File: src/rtl/bc_pkg.sv
package bc_pkg;
  typedef enum logic [1:0] {
    BC_READ = 2'd0,
    BC_SCAN = 2'd1,
    BC_PASS = 2'd2,
    BC_FAIL = 2'd3
  } bc_state_e;

  localparam int STAT_W   = 8;
  localparam int TGL_HI   = 6;
  localparam int DONE_BIT = 5;
  localparam int TGL_LO   = 2;
  localparam int RES_BIT  = 1;

  function automatic logic [STAT_W-1:0] bc_word(bc_state_e s, logic tgl);
    logic [STAT_W-1:0] w;
    w = '0;
    if (s != BC_READ) begin
      w[TGL_HI] = tgl;
      if (s == BC_SCAN) begin
        w[TGL_LO] = tgl;
      end else begin
        w[DONE_BIT] = 1'b1;
        w[RES_BIT]  = (s == BC_PASS);
      end
    end
    return w;
  endfunction
endpackage

File: src/rtl/bc_admit.sv
module bc_admit (
  input  logic clk,
  input  logic rst,
  input  logic start_i,
  input  logic susp_i,
  input  logic otp_i,
  input  logic idle_i,
  output logic accept_o,
  output logic reject_o
);
  logic refuse;

  always_comb begin
    refuse   = start_i && idle_i && (susp_i || otp_i);
    accept_o = start_i && idle_i && !susp_i && !otp_i;
  end

  always_ff @(posedge clk) begin
    if (rst) reject_o <= 1'b0;
    else     reject_o <= refuse;
  end
endmodule

File: src/rtl/bc_ctrl.sv
module bc_ctrl #(
  parameter int SCAN_CYCLES = 64,
  parameter int ADDR_W      = 10
) (
  input  logic               clk,
  input  logic               rst,
  input  logic               accept_i,
  input  logic [ADDR_W-1:0]  addr_i,
  input  logic               rst_cmd_i,
  input  logic               blank_i,
  output bc_pkg::bc_state_e  state_o,
  output logic [ADDR_W-1:0]  blk_o
);
  import bc_pkg::*;
  localparam int CNT_W = $clog2(SCAN_CYCLES + 1);
  localparam logic [CNT_W-1:0] LAST = CNT_W'(SCAN_CYCLES - 1);

  bc_state_e        st;
  logic [CNT_W-1:0] cnt;

  always_ff @(posedge clk) begin
    if (rst) begin
      st    <= BC_READ;
      cnt   <= '0;
      blk_o <= '0;
    end else begin
      case (st)
        BC_READ: begin
          if (accept_i) begin
            st    <= BC_SCAN;
            cnt   <= '0;
            blk_o <= addr_i;
          end
        end
        BC_SCAN: begin
          if (cnt == LAST) st <= blank_i ? BC_PASS : BC_FAIL;
          else             cnt <= cnt + 1'b1;
        end
        default: begin
          if (rst_cmd_i) st <= BC_READ;
        end
      endcase
    end
  end

  assign state_o = st;
endmodule

File: src/rtl/bc_status.sv
module bc_status (
  input  logic              clk,
  input  logic              rst,
  input  bc_pkg::bc_state_e state_i,
  input  logic              accept_i,
  input  logic              rd_i,
  output logic [7:0]        status_o
);
  import bc_pkg::*;
  logic tgl;

  always_ff @(posedge clk) begin
    if (rst) begin
      tgl      <= 1'b0;
      status_o <= '0;
    end else begin
      if (rd_i) status_o <= bc_word(state_i, tgl);
      if (accept_i)                           tgl <= 1'b0;
      else if (rd_i && state_i != BC_READ)    tgl <= ~tgl;
    end
  end
endmodule

File: src/rtl/bc_blank_check.sv
module bc_blank_check #(
  parameter int SCAN_CYCLES = 64,
  parameter int ADDR_W      = 10
) (
  input  logic              clk,
  input  logic              rst,
  input  logic              start_i,
  input  logic [ADDR_W-1:0] blk_addr_i,
  input  logic              susp_i,
  input  logic              otp_i,
  input  logic              blank_i,
  input  logic              rd_i,
  input  logic              rst_cmd_i,
  output logic [7:0]        status_o,
  output logic              locked_o,
  output logic              reject_o,
  output logic              scan_req_o,
  output logic [ADDR_W-1:0] scan_blk_o
);
  import bc_pkg::*;
  bc_state_e st;
  logic      accept;

  bc_admit u_admit (
    .clk(clk), .rst(rst), .start_i(start_i), .susp_i(susp_i), .otp_i(otp_i),
    .idle_i(st == BC_READ), .accept_o(accept), .reject_o(reject_o)
  );

  bc_ctrl #(.SCAN_CYCLES(SCAN_CYCLES), .ADDR_W(ADDR_W)) u_ctrl (
    .clk(clk), .rst(rst), .accept_i(accept), .addr_i(blk_addr_i),
    .rst_cmd_i(rst_cmd_i), .blank_i(blank_i), .state_o(st), .blk_o(scan_blk_o)
  );

  bc_status u_stat (
    .clk(clk), .rst(rst), .state_i(st), .accept_i(accept), .rd_i(rd_i),
    .status_o(status_o)
  );

  assign locked_o   = (st != BC_READ);
  assign scan_req_o = (st == BC_SCAN);
endmodule

File: config.mk
export PLATFORM = sky130hd
export DESIGN_NAME = bc_blank_check
export DESIGN_NICKNAME = d
export VERILOG_FILES = /design/src/rtl/bc_pkg.sv /design/src/rtl/bc_admit.sv /design/src/rtl/bc_ctrl.sv /design/src/rtl/bc_status.sv /design/src/rtl/bc_blank_check.sv
export SDC_FILE = /design/constraint.sdc
export NUM_CORES = 1
export LEC_CHECK = 0
export BUFFER_PORTS_ARGS = -buffer_cell sky130_fd_sc_hd__buf_2
export CAP_MARGIN = 20
export CORE_MARGIN = 4
export CORE_UTILIZATION = 40
export CTS_CLUSTER_SIZE = 14
export DETAILED_ROUTE_END_ITERATION = 8
export PLACE_DENSITY_LB_ADDON = 0.12
export SYNTH_ARGS = -nofsm -noshare
export SYNTH_HDL_FRONTEND = slang
export SYNTH_SLANG_ARGS = --single-unit
File: constraint.sdc
create_clock -name clk -period 1.3 [get_ports clk]
set_input_delay 0.13 -clock clk [delete_from_list [all_inputs] [get_ports clk]]
set_output_delay 0.13 -clock clk [all_outputs]
set_load 0.03 [all_outputs]
==> results by group, run 1 <==
Outcome
  – Status: complete, but fails checks
  – Violated checks: negative setup slack

Synthesis
  – Dominant cell type by area after synthesis: dfxtp_1
  – Cell Area, Synth: 1166 um2
  – Syn Area/Cell: 8.834 um2
  – Top post-synthesis cells by area: dfxtp_1, nand3_1, a21oi_1, o21ai_0, nand2b_1
  – Largest family of logic cells by synthesized area: simple AND/OR/NAND/NOR gates
  – Multiplexer share of the synthesized area: 0.02682
  – Synth Flop Type: dfxtp_1
  – Top-count cell post-synth: dfxtp_1
  – Count of different cell masters after synthesis: 39
  – Complex-gate fraction of the synthesized area: 0.1878
  – Post-Synth Adder-Cell Area: 0.01073
  – Ys Warns: 0
  – Seq/Total Area, Yosys: 0.4292
  – XOR/XNOR Fraction of Synth Area: 0.02253
  – Synth cell count leaders: dfxtp_1, nand3_1, a21oi_1
  – Post-synthesis register bit count: 25
  – Synth Area in Simple Gates: 0.2489
  – Cell count after synthesis: 132
  – Post-synth top area share: 0.4292
  – Post-synth ARST share: 0
  – Post-synth EDFFs: 0

Routing
  – Final wirelength: 2896 um
  – Detailed-route vias per instance: 5.275
  – Wire length per cell: 13.73 um
  – DR vias: 1113
  – DR iter-0 viols: 49
  – Drc violations: 0
  – 1st-pass router iterations: 4
  – Final ANT Viol Nets: 0

Worst setup path
  – CP max-delay cell: or4b_1
  – Crit end category: flop
  – WP buf/inv: 0
  – Req. time, crit path: 1.56 ns
  – CP peak stage delay: 0.51 ns
  – Kind of critical path: reg -> reg
  – Arrival @ worst endpoint: 1.67 ns
  – Crit path max-delay family: simple AND/OR/NAND/NOR gates
  – CP Max Fanout: 3
  – Worst Setup Start Kind: flop
  – Crit path cell chain: or4b_1 > or3_1 > o211ai_1

STA
  – Layout Skew: 0.007987 ns
  – Post-route clock period utilization: 1.083
  – Slew Viols, Final: 0
  – Setup ws final: -0.1079 ns
  – Hold Violations, Final: 0
  – Fmax: 710.3 MHz
  – Setup Viol. Count Final: 6
  – Unrepaired setup endpoints after global routing: yes
  – Setup TNS: -0.3083 ns
  – Min cycle time layout: 1.408 ns

Placed design
  – Post-detail-place hpwl: 2110 um
  – Placer congestion estimate: 0.8952
  – # port buffers: 34
  – DP Worst Slack: -0.02300 ns

Final layout
  – Layout cell share with drive strength beyond 1: 0.4167
  – Ant. Diodes: 0
  – P&R area growth vs syn: 35.30%
  – Nets: 200
  – Fin util: 0.5673

Global routing
  – Met1 usage: 0.2188
  – Met3 Use GR: 0.03926
  – GRT Max-Usage Layer: met2
  – Gr ovfl total: 0
  – Grt met2 use: 0.2544
  – First-pass GRT wire length: 4657 um
  – Initial antenna violation count: 0
  – Vias in the first global route: 1056
  – Largest net degree at the start of global routing: 30
  – GRT Total Usage: 0.1614

Floorplanning
  – DIE AREA: 3843 um2
  – Starting Density: 0.4193
  – I/O pin cnt: 39
  – Cell row count: 19
  – Core Area: 2781 um2
  – Die width: 62.00 um
  – Die Y: 62.00 um

Power
  – Peak supply drop: 773.5 uV
  – Leak: 0.6594 nW
  – Power Density: 875.0 nW/um2

CTS
  – Max Root-Sink Buffers: 2
  – Hold bufs inserted after CTS: 0
  – Clock Sinks: 25
  – CTS tree: built
  – CTS H-tree lvls: 1
  – Clock transition at the registers of the reported paths: 0.15 ns
  – Clock latency on the worst-skew pair: 0.32 ns
  – Root Driver: clkbuf_4
  – TritonCTS Buffers: 3

Run
  – Max Cap Viol: 0

Hold path
  – Min-delay worst type: in -> reg
==> power by group <==
group | switching, mW | internal (mW)
Sequential | 0.0117 | 0.781
Clock | 0.246 | 0.117
Combinational | 0.129 | 0.0955
==> worst paths after layout <==
path / startpoint / endpoint / slack, ns / cells after the start
setup / recovery: u_ctrl.cnt[5]$_SDFFE_PP0P_ / u_ctrl.cnt[5]$_SDFFE_PP0P_ / -0.11 / 3
hold / removal: blk_addr_i[3] / u_ctrl.blk_o[3]$_SDFFE_PP0P_ / 0.04 / 3
setup reg to reg: u_ctrl.cnt[5]$_SDFFE_PP0P_ / u_ctrl.cnt[5]$_SDFFE_PP0P_ / -0.11 / 3
hold reg to reg: u_stat.status_o[6]$_SDFFE_PP0P_ / u_stat.status_o[6]$_SDFFE_PP0P_ / 0.48 / 2
==> state kept, by name, indices dropped and copies added (netlist names) <==
register	flops
u_stat.status_o	4
u_ctrl.cnt	7
u_admit.reject_o	1
u_ctrl.blk_o	10
u_stat.tgl	1
u_ctrl.state_o	2
==> cell type report <==
class / instances / area (um2)
fill: 263 / 1204
multi-input combinational: 95 / 640.6
sequential: 25 / 510.5
timing repair buffer: 54 / 347.8
tap: 31 / 38.79
clock buffer: 3 / 22.52
inverter: 2 / 10.01
clock inverter: 1 / 7.507
==> metrics by stage <==
| stage | hold slack, ns | instance area, um2 | total power, mW | cells |
|---|---|---|---|---|
| 6_report | 0.03933 | 1578 | 1.381 | 211 |
| 5_1_grt | 0.01935 | 1578 | 1.467 | 211 |
| 4_1_cts | 0.03191 | 1551 | 1.388 | 211 |
| 3_5_place_dp | 0.3889 | 1456 | 1.015 | 205 |
| 3_3_place_gp | 0.3829 | 1456 | 1.012 | 205 |
| 2_1_floorplan | 0.2777 | 1187 | 0.9454 | 135 |
==> routing by layer <==
metal | share of wire | vias up
met3 | 0.062 | 6
met1 | 0.46 | 511
met5 | 0 | -
li1 | - | 560
met4 | 0.014 | 0
met2 | 0.46 | 36
==> logic make-up after synthesis <==
family / count (synthesis)
AOI/OAI and AO/OA: 36
muxes: 3
xor gates and xnor gates: 3
other: 1
DFF: 25
buffers and inverters: 15
adders and majority gates: 1
and+or+nand+nor: 48
==> cells in the final DEF, fill, tap and decap left out, types with 2 or more instances in the layout <==
cell / n
a21oi_1: 14
and2b_2: 2
buf_2: 32
buf_4: 16
buf_6: 6
clkbuf_4: 3
conb_1: 4
dfxtp_1: 21
dfxtp_2: 2
dfxtp_4: 2
mux2i_1: 2
nand2b_1: 7
nand3_1: 15
nand3b_1: 2
nor2_1: 6
nor2b_1: 2
o211ai_1: 2
o21ai_0: 13
o32ai_2: 2
xor2_1: 3
==> worst reg2reg max path, cell delays in order, from the launching register on <==
cell and delay, ns:
dfxtp_1 0.36, or4b_1 0.51, or3_1 0.39, o211ai_1 0.09
==> what timing repair did <==
item,in CTS,in global routing
gates resized for setup,14,8
pin swaps,0,6
setup buffers,2,1
endpoints found under the setup margin,5,8
No activity file was read; power rests on OpenSTA's default activity.
==> run 2, diff against run 1 <==
--- a/config.mk
+++ b/config.mk
@@ -5,6 +5,7 @@
 export SDC_FILE = /design/constraint.sdc
 export NUM_CORES = 1
 export LEC_CHECK = 0
+export ABC_AREA = 1
 export BUFFER_PORTS_ARGS = -buffer_cell sky130_fd_sc_hd__buf_2
 export CAP_MARGIN = 20
 export CORE_MARGIN = 4
==> results by group, run 2 <==
Outcome
  – Status: finished clean

Floorplanning
  – Starting Density: 0.4277
  – Die width: 63.00 um
  – Die Y: 63.00 um
  – Core Area: 2829 um2
  – Cell row count: 19
  – DIE AREA: 3968 um2
  – I/O pin cnt: 39

Final layout
  – Fin util: 0.5754
  – P&R area growth vs syn: 34.54%
  – Most frequent cells in the layout: nand2_1, buf_2, dfxtp_1, nor2_1, nand3_1
  – Most flop-heavy register: u_ctrl.blk_o
  – Max reg flops: 10
  – Most common cell after layout, fill and taps aside: nand2_1
  – Ant. Diodes: 0
  – Nets: 234
  – Layout cell share with drive strength beyond 1: 0.4019
  – Largest registers: u_ctrl.blk_o: 10 flops, u_ctrl.cnt: 7 flops, u_stat.status_o: 4 flops

Run
  – Max Cap Viol: 0

Routing
  – DR iter-0 viols: 53
  – Drc violations: 0
  – Wire length per cell: 11.74 um
  – Final ANT Viol Nets: 0
  – Final wirelength: 2876 um
  – Detailed-route vias per instance: 4.939
  – DR vias: 1210
  – 1st-pass router iterations: 5

CTS
  – Max Root-Sink Buffers: 2
  – Clock Sinks: 25
  – TritonCTS Buffers: 3
  – Root Driver: clkbuf_4
  – Hold bufs inserted after CTS: 0
  – CTS H-tree lvls: 1
  – Clock transition at the registers of the reported paths: 0.13 ns
  – Clock latency on the worst-skew pair: 0.32 ns
  – CTS tree: built

STA
  – WHS: 0.04935 ns
  – Min cycle time layout: 1.247 ns
  – Fmax: 802.2 MHz
  – Setup ws final: 0.05341 ns
  – Hold Violations, Final: 0
  – Slew Viols, Final: 0
  – Setup Viol. Count Final: 0
  – Layout Skew: 0.006419 ns
  – Setup TNS: 0 ns
  – Post-route clock period utilization: 0.9589
  – Unrepaired setup endpoints after global routing: yes

Placed design
  – Post-detail-place hpwl: 2132 um
  – # port buffers: 34
  – DP Worst Slack: -0.01691 ns
  – Placer congestion estimate: 0.8716

Worst setup path
  – Arrival @ worst endpoint: 1.12 ns
  – Req. time, crit path: 1.17 ns
  – CP max-delay cell: dfxtp_4
  – Crit end category: output port
  – Kind of critical path: reg -> out
  – Crit path cell chain: inv_4 > nor2_4 > buf_12 > buf_8
  – CP Max Fanout: 4
  – Worst Setup Start Kind: flop
  – CP peak stage delay: 0.41 ns

Power
  – Leak: 0.7190 nW
  – Power Density: 983.7 nW/um2
  – Power Total: 1.601 mW
  – Peak supply drop: 797.8 uV

Synthesis
  – Ys Warns: 0
  – Syn Area/Cell: 7.333 um2
  – Post-synth top area share: 0.4137
  – Post-synth ARST share: 0
  – Cell count after synthesis: 165
  – Seq/Total Area, Yosys: 0.4137
  – Dominant cell type by area after synthesis: dfxtp_1
  – Cell Area, Synth: 1210 um2
  – Post-synth EDFFs: 0
  – Count of different cell masters after synthesis: 23
  – Top post-synthesis cells by area: dfxtp_1, nand2_1, a21oi_2, nand3_1, a21oi_1
  – Synth cell count leaders: nand2_1, dfxtp_1, nor2_1
  – Top-count cell post-synth: nand2_1
  – Post-synthesis register bit count: 25
  – Synth Flop Type: dfxtp_1

Global routing
  – GRT Total Usage: 0.1514
  – Largest net degree at the start of global routing: 17
  – Initial antenna violation count: 0
  – Vias in the first global route: 1086
  – Gr ovfl total: 0
  – First-pass GRT wire length: 4857 um

Hold path
  – Min-delay worst type: in -> reg
[run 2: per-stage QoR]
step           std cells  cell area, um2
2_1_floorplan        168            1225
3_3_place_gp         235            1490
3_5_place_dp         235            1490
4_1_cts              241            1553
5_1_grt              245            1628
6_report             245            1628
[run 2: final cells by class]
| cell class | count | area [um2] |
|---|---|---|
| repair buffers | 51 | 355.3 |
| clock buffers | 3 | 22.52 |
| clock inverters | 1 | 5.005 |
| inverters | 12 | 47.55 |
| fillers | 278 | 1201 |
| well taps | 31 | 38.79 |
| flip-flops and latches | 25 | 511.7 |
| multi-input cells | 122 | 646.9 |
[run 2: power breakdown]
part | switching (mW) | total [mW] | leakage (nW) | internal, mW
Clock | 0.227 | 0.343 | 0.0177 | 0.115
Combinational | 0.243 | 0.430 | 0.496 | 0.187
Sequential | 0.0281 | 0.829 | 0.206 | 0.801
Total | 0.498 | 1.60 | 0.719 | 1.10
[run 2: worst paths after layout]
| kind | start | endpoint | slack [ns] | cells past startpoint |
|---|---|---|---|---|
| setup reg to reg | u_ctrl.cnt[1]$_SDFFE_PP0P_ | u_ctrl.cnt[6]$_SDFFE_PP0P_ | 0.06 | 8 |
| setup / recovery | u_ctrl.state_o[0]$_SDFFE_PP0P_ | scan_req_o | 0.05 | 4 |
| hold reg to reg | u_stat.status_o[5]$_SDFFE_PP0P_ | u_stat.status_o[5]$_SDFFE_PP0P_ | 0.47 | 2 |
| hold / removal | blk_addr_i[6] | u_ctrl.blk_o[6]$_SDFFE_PP0P_ | 0.05 | 3 |
[run 2: cells by family after synthesis]
kind of cell	after synthesis	share of synthesized area
compound gates	24	0.1324
other cells	1	0.003099
fa+ha+maj	1	0.01034
simple gates	93	0.3506
buf+inv	21	0.08997
flops	25	0.4137
[run 2: critical path: cells and delay by family, from the launching register on]
kind          cells  cell delay (ns)
flops             1             0.41
buf+inv           3             0.28
simple gates      1             0.11
[run 2: repair_timing]
action                                  in CTS  in global routing
endpoints found under the setup margin       6                  9
pin swaps                                    2                  7
resized for setup                            9                 13
cloned                                       0                  0
setup buffers                                2                  4
[run 2: metal layers]
metal  up-vias  GRT usage  wire (um)  part of all wire
met1       553     0.1877       1267              0.44
met5         -          0          0                 0
met2        28     0.2516       1432              0.50
met3         5    0.04676        150             0.052
met4         0    0.04132         25            0.0087
li1        624          -          -                 -
==> run 3, diff against run 2 <==
==> constraint.sdc (replaced) <==
create_clock -name clk -period 1 [get_ports clk]
set_input_delay 0.1 -clock clk [delete_from_list [all_inputs] [get_ports clk]]
set_output_delay 0.1 -clock clk [all_outputs]
set_load 0.03 [all_outputs]
==> results by group, run 3 (synthesized netlist as in run 2, its figures left out) <==
CTS
  – Clock latency on the worst-skew pair: 0.32 ns
  – TritonCTS Buffers: 3
  – CTS H-tree lvls: 1
  – Root Driver: clkbuf_4
  – Clock transition at the registers of the reported paths: 0.15 ns
  – CTS tree: built
  – Clock Sinks: 25
  – Max Root-Sink Buffers: 2

Final layout
  – Layout cell share with drive strength beyond 1: 0.5574
  – # fillers: 228
  – Most frequent cells in the layout: nand2_1, buf_4, buf_2, a21oi_2, dfxtp_2
  – Final instance count without filler cells: 275
  – Most flop-heavy register: u_ctrl.blk_o
  – P&R area growth vs syn: 67.84%
  – Max reg flops: 10
  – Nets: 264
  – Most common cell after layout, fill and taps aside: nand2_1
  – Largest registers: u_ctrl.blk_o: 10 flops, u_ctrl.cnt: 7 flops, u_stat.status_o: 4 flops
  – Post-route cell area: 2031 um2
  – Ant. Diodes: 0

Floorplanning
  – I/O pin cnt: 39
  – Core Area: 2829 um2
  – DIE AREA: 3968 um2
  – Die Y: 63.00 um
  – Die width: 63.00 um
  – Starting Density: 0.4277
  – Cell row count: 19

Power
  – Switching part of the total: 0.3244
  – Leak: 0.8827 nW
  – Clock power share: 0.212
  – P_int: 1.530 mW
  – Psw: 734.4 uW
  – Peak supply drop: 689.9 uV
  – Comb pwr share: 0.313
  – Sequential Power Share: 0.475
  – Power Density: 1115 nW/um2
  – Power Total: 2.264 mW

Global routing
  – GRT Total Usage: 0.1734
  – First-pass GRT wire length: 5595 um
  – Gr ovfl total: 0
  – Initial antenna violation count: 0
  – Vias in the first global route: 1280
  – Largest net degree at the start of global routing: 16

Worst setup path
  – Kind of critical path: reg -> reg
  – Crit end category: flop
  – Arrival @ worst endpoint: 1.48 ns
  – Req. time, crit path: 1.23 ns
  – FF-to-FF path depth: 8
  – CP Max Fanout: 8
  – Worst Setup Start Kind: flop

Placed design
  – Placer congestion estimate: 0.8784
  – Post-detail-place hpwl: 2274 um
  – Post-DP Area: 1587 um2
  – # port buffers: 34
  – Placed instance count: 247

Hold path
  – Min-delay worst type: in -> reg
  – WHS Path Cells: 3

STA
  – Slew Viols, Final: 0
  – Min cycle time layout: 1.253 ns
  – Setup TNS: -4.329 ns
  – WHS: 0.03065 ns
  – Setup Viol. Count Final: 24
  – Post-route clock period utilization: 1.253
  – Fmax: 798.0 MHz
  – Layout Skew: 0.004817 ns
  – Setup ws final: -0.2531 ns
  – Unrepaired setup endpoints after global routing: yes
  – Hold Violations, Final: 0

Routing
  – Final ANT Viol Nets: 0
  – Wire length per cell: 12.91 um
  – 1st-pass router iterations: 5
  – Final wirelength: 3551 um
  – DR iter-0 viols: 59
  – DR vias: 1371
  – Detailed-route vias per instance: 4.985
  – Drc violations: 0

Run
  – Max Cap Viol: 0

Outcome
  – Violated checks: negative setup slack
  – Status: complete, but fails checks
==> run 3: cell count changes in the layout (fill, tap and decap cells not counted), sizes merged <==
cell / change
buf: +16
inv: +1
clkinv: -1
nand3: +1
clkbuf: +2
dlygate4sd3: +11
==> run 3: cell type report <==
cell class | count | area, um2 | share of cell area
Clock buffer | 3 | 22.52 | 0.01109
Multi-Input combinational cell | 123 | 745.7 | 0.3672
Sequential cell | 25 | 539.3 | 0.2656
Inverter | 12 | 50.05 | 0.02465
Tap cell | 31 | 38.79 | 0.01910
Clock inverter | 1 | 6.256 | 0.003081
Timing Repair Buffer | 80 | 628.1 | 0.3093
==> run 3: per-stage QoR <==
stage | setup slack, ns | util
final | -0.2531 | 0.7178
after CTS | -0.2323 | 0.6674
after floorplan | -0.1838 | -
after global placement | -0.2159 | 0.5608
after detailed placement | -0.2789 | 0.5608
after global routing | -0.3135 | 0.7178
==> run 3: final timing paths <==
check	startpoint	endpoint	slack, ns
worst min register to register	u_stat.status_o[1]$_SDFFE_PP0P_	u_stat.status_o[1]$_SDFFE_PP0P_	0.47
worst min-delay path	rd_i	u_stat.status_o[5]$_SDFFE_PP0P_	0.03
worst max register to register	u_ctrl.cnt[0]$_SDFFE_PP0P_	u_ctrl.cnt[1]$_SDFFE_PP0P_	-0.25
worst max-delay path	u_ctrl.cnt[0]$_SDFFE_PP0P_	u_ctrl.cnt[1]$_SDFFE_PP0P_	-0.25
==> run 3: layer usage <==
metal / track usage / part of all wire / vias to the layer above
met3: 0.02878 / 0.046 / 2
met1: 0.1958 / 0.41 / 643
met5: 0 / 0 / -
met2: 0.3241 / 0.54 / 46
met4: 0.05785 / 0.0048 / 0
li1: - / - / 680
==> run 3: critical path, stage by stage (launching register included) <==
cell and delay [ns]:
dfxtp_4 0.38, ha_4 0.15, nand2_4 0.05, nor2_4 0.10
nand2_2 0.09, nand2_4 0.14, nand2_4 0.07, o21ai_1 0.12
nor2_1 0.05
==> run 3: power by group through the flow <==
| stage | combinational, mW | sequential (mW) | clock (mW) |
|---|---|---|---|
| 3_5_place_dp | 0.519 | 1.10 | 0 |
| 5_1_grt | 0.761 | 1.08 | 0.559 |
| 6_report | 0.710 | 1.07 | 0.480 |
| 3_3_place_gp | 0.510 | 1.09 | 0 |
| 4_1_cts | 0.654 | 1.07 | 0.510 |
| 2_1_floorplan | 0.282 | 1.14 | 0 |
==> run 3: what timing repair did <==
action                                  4_1_cts  5_1_grt
cloned                                        1        0
buffers inserted                              8        5
hold endpoints to repair                     12        1
gates resized for setup                      30       50
pin swaps                                    13        8
endpoints found under the setup margin       28       40
hold buffers                                 10        1
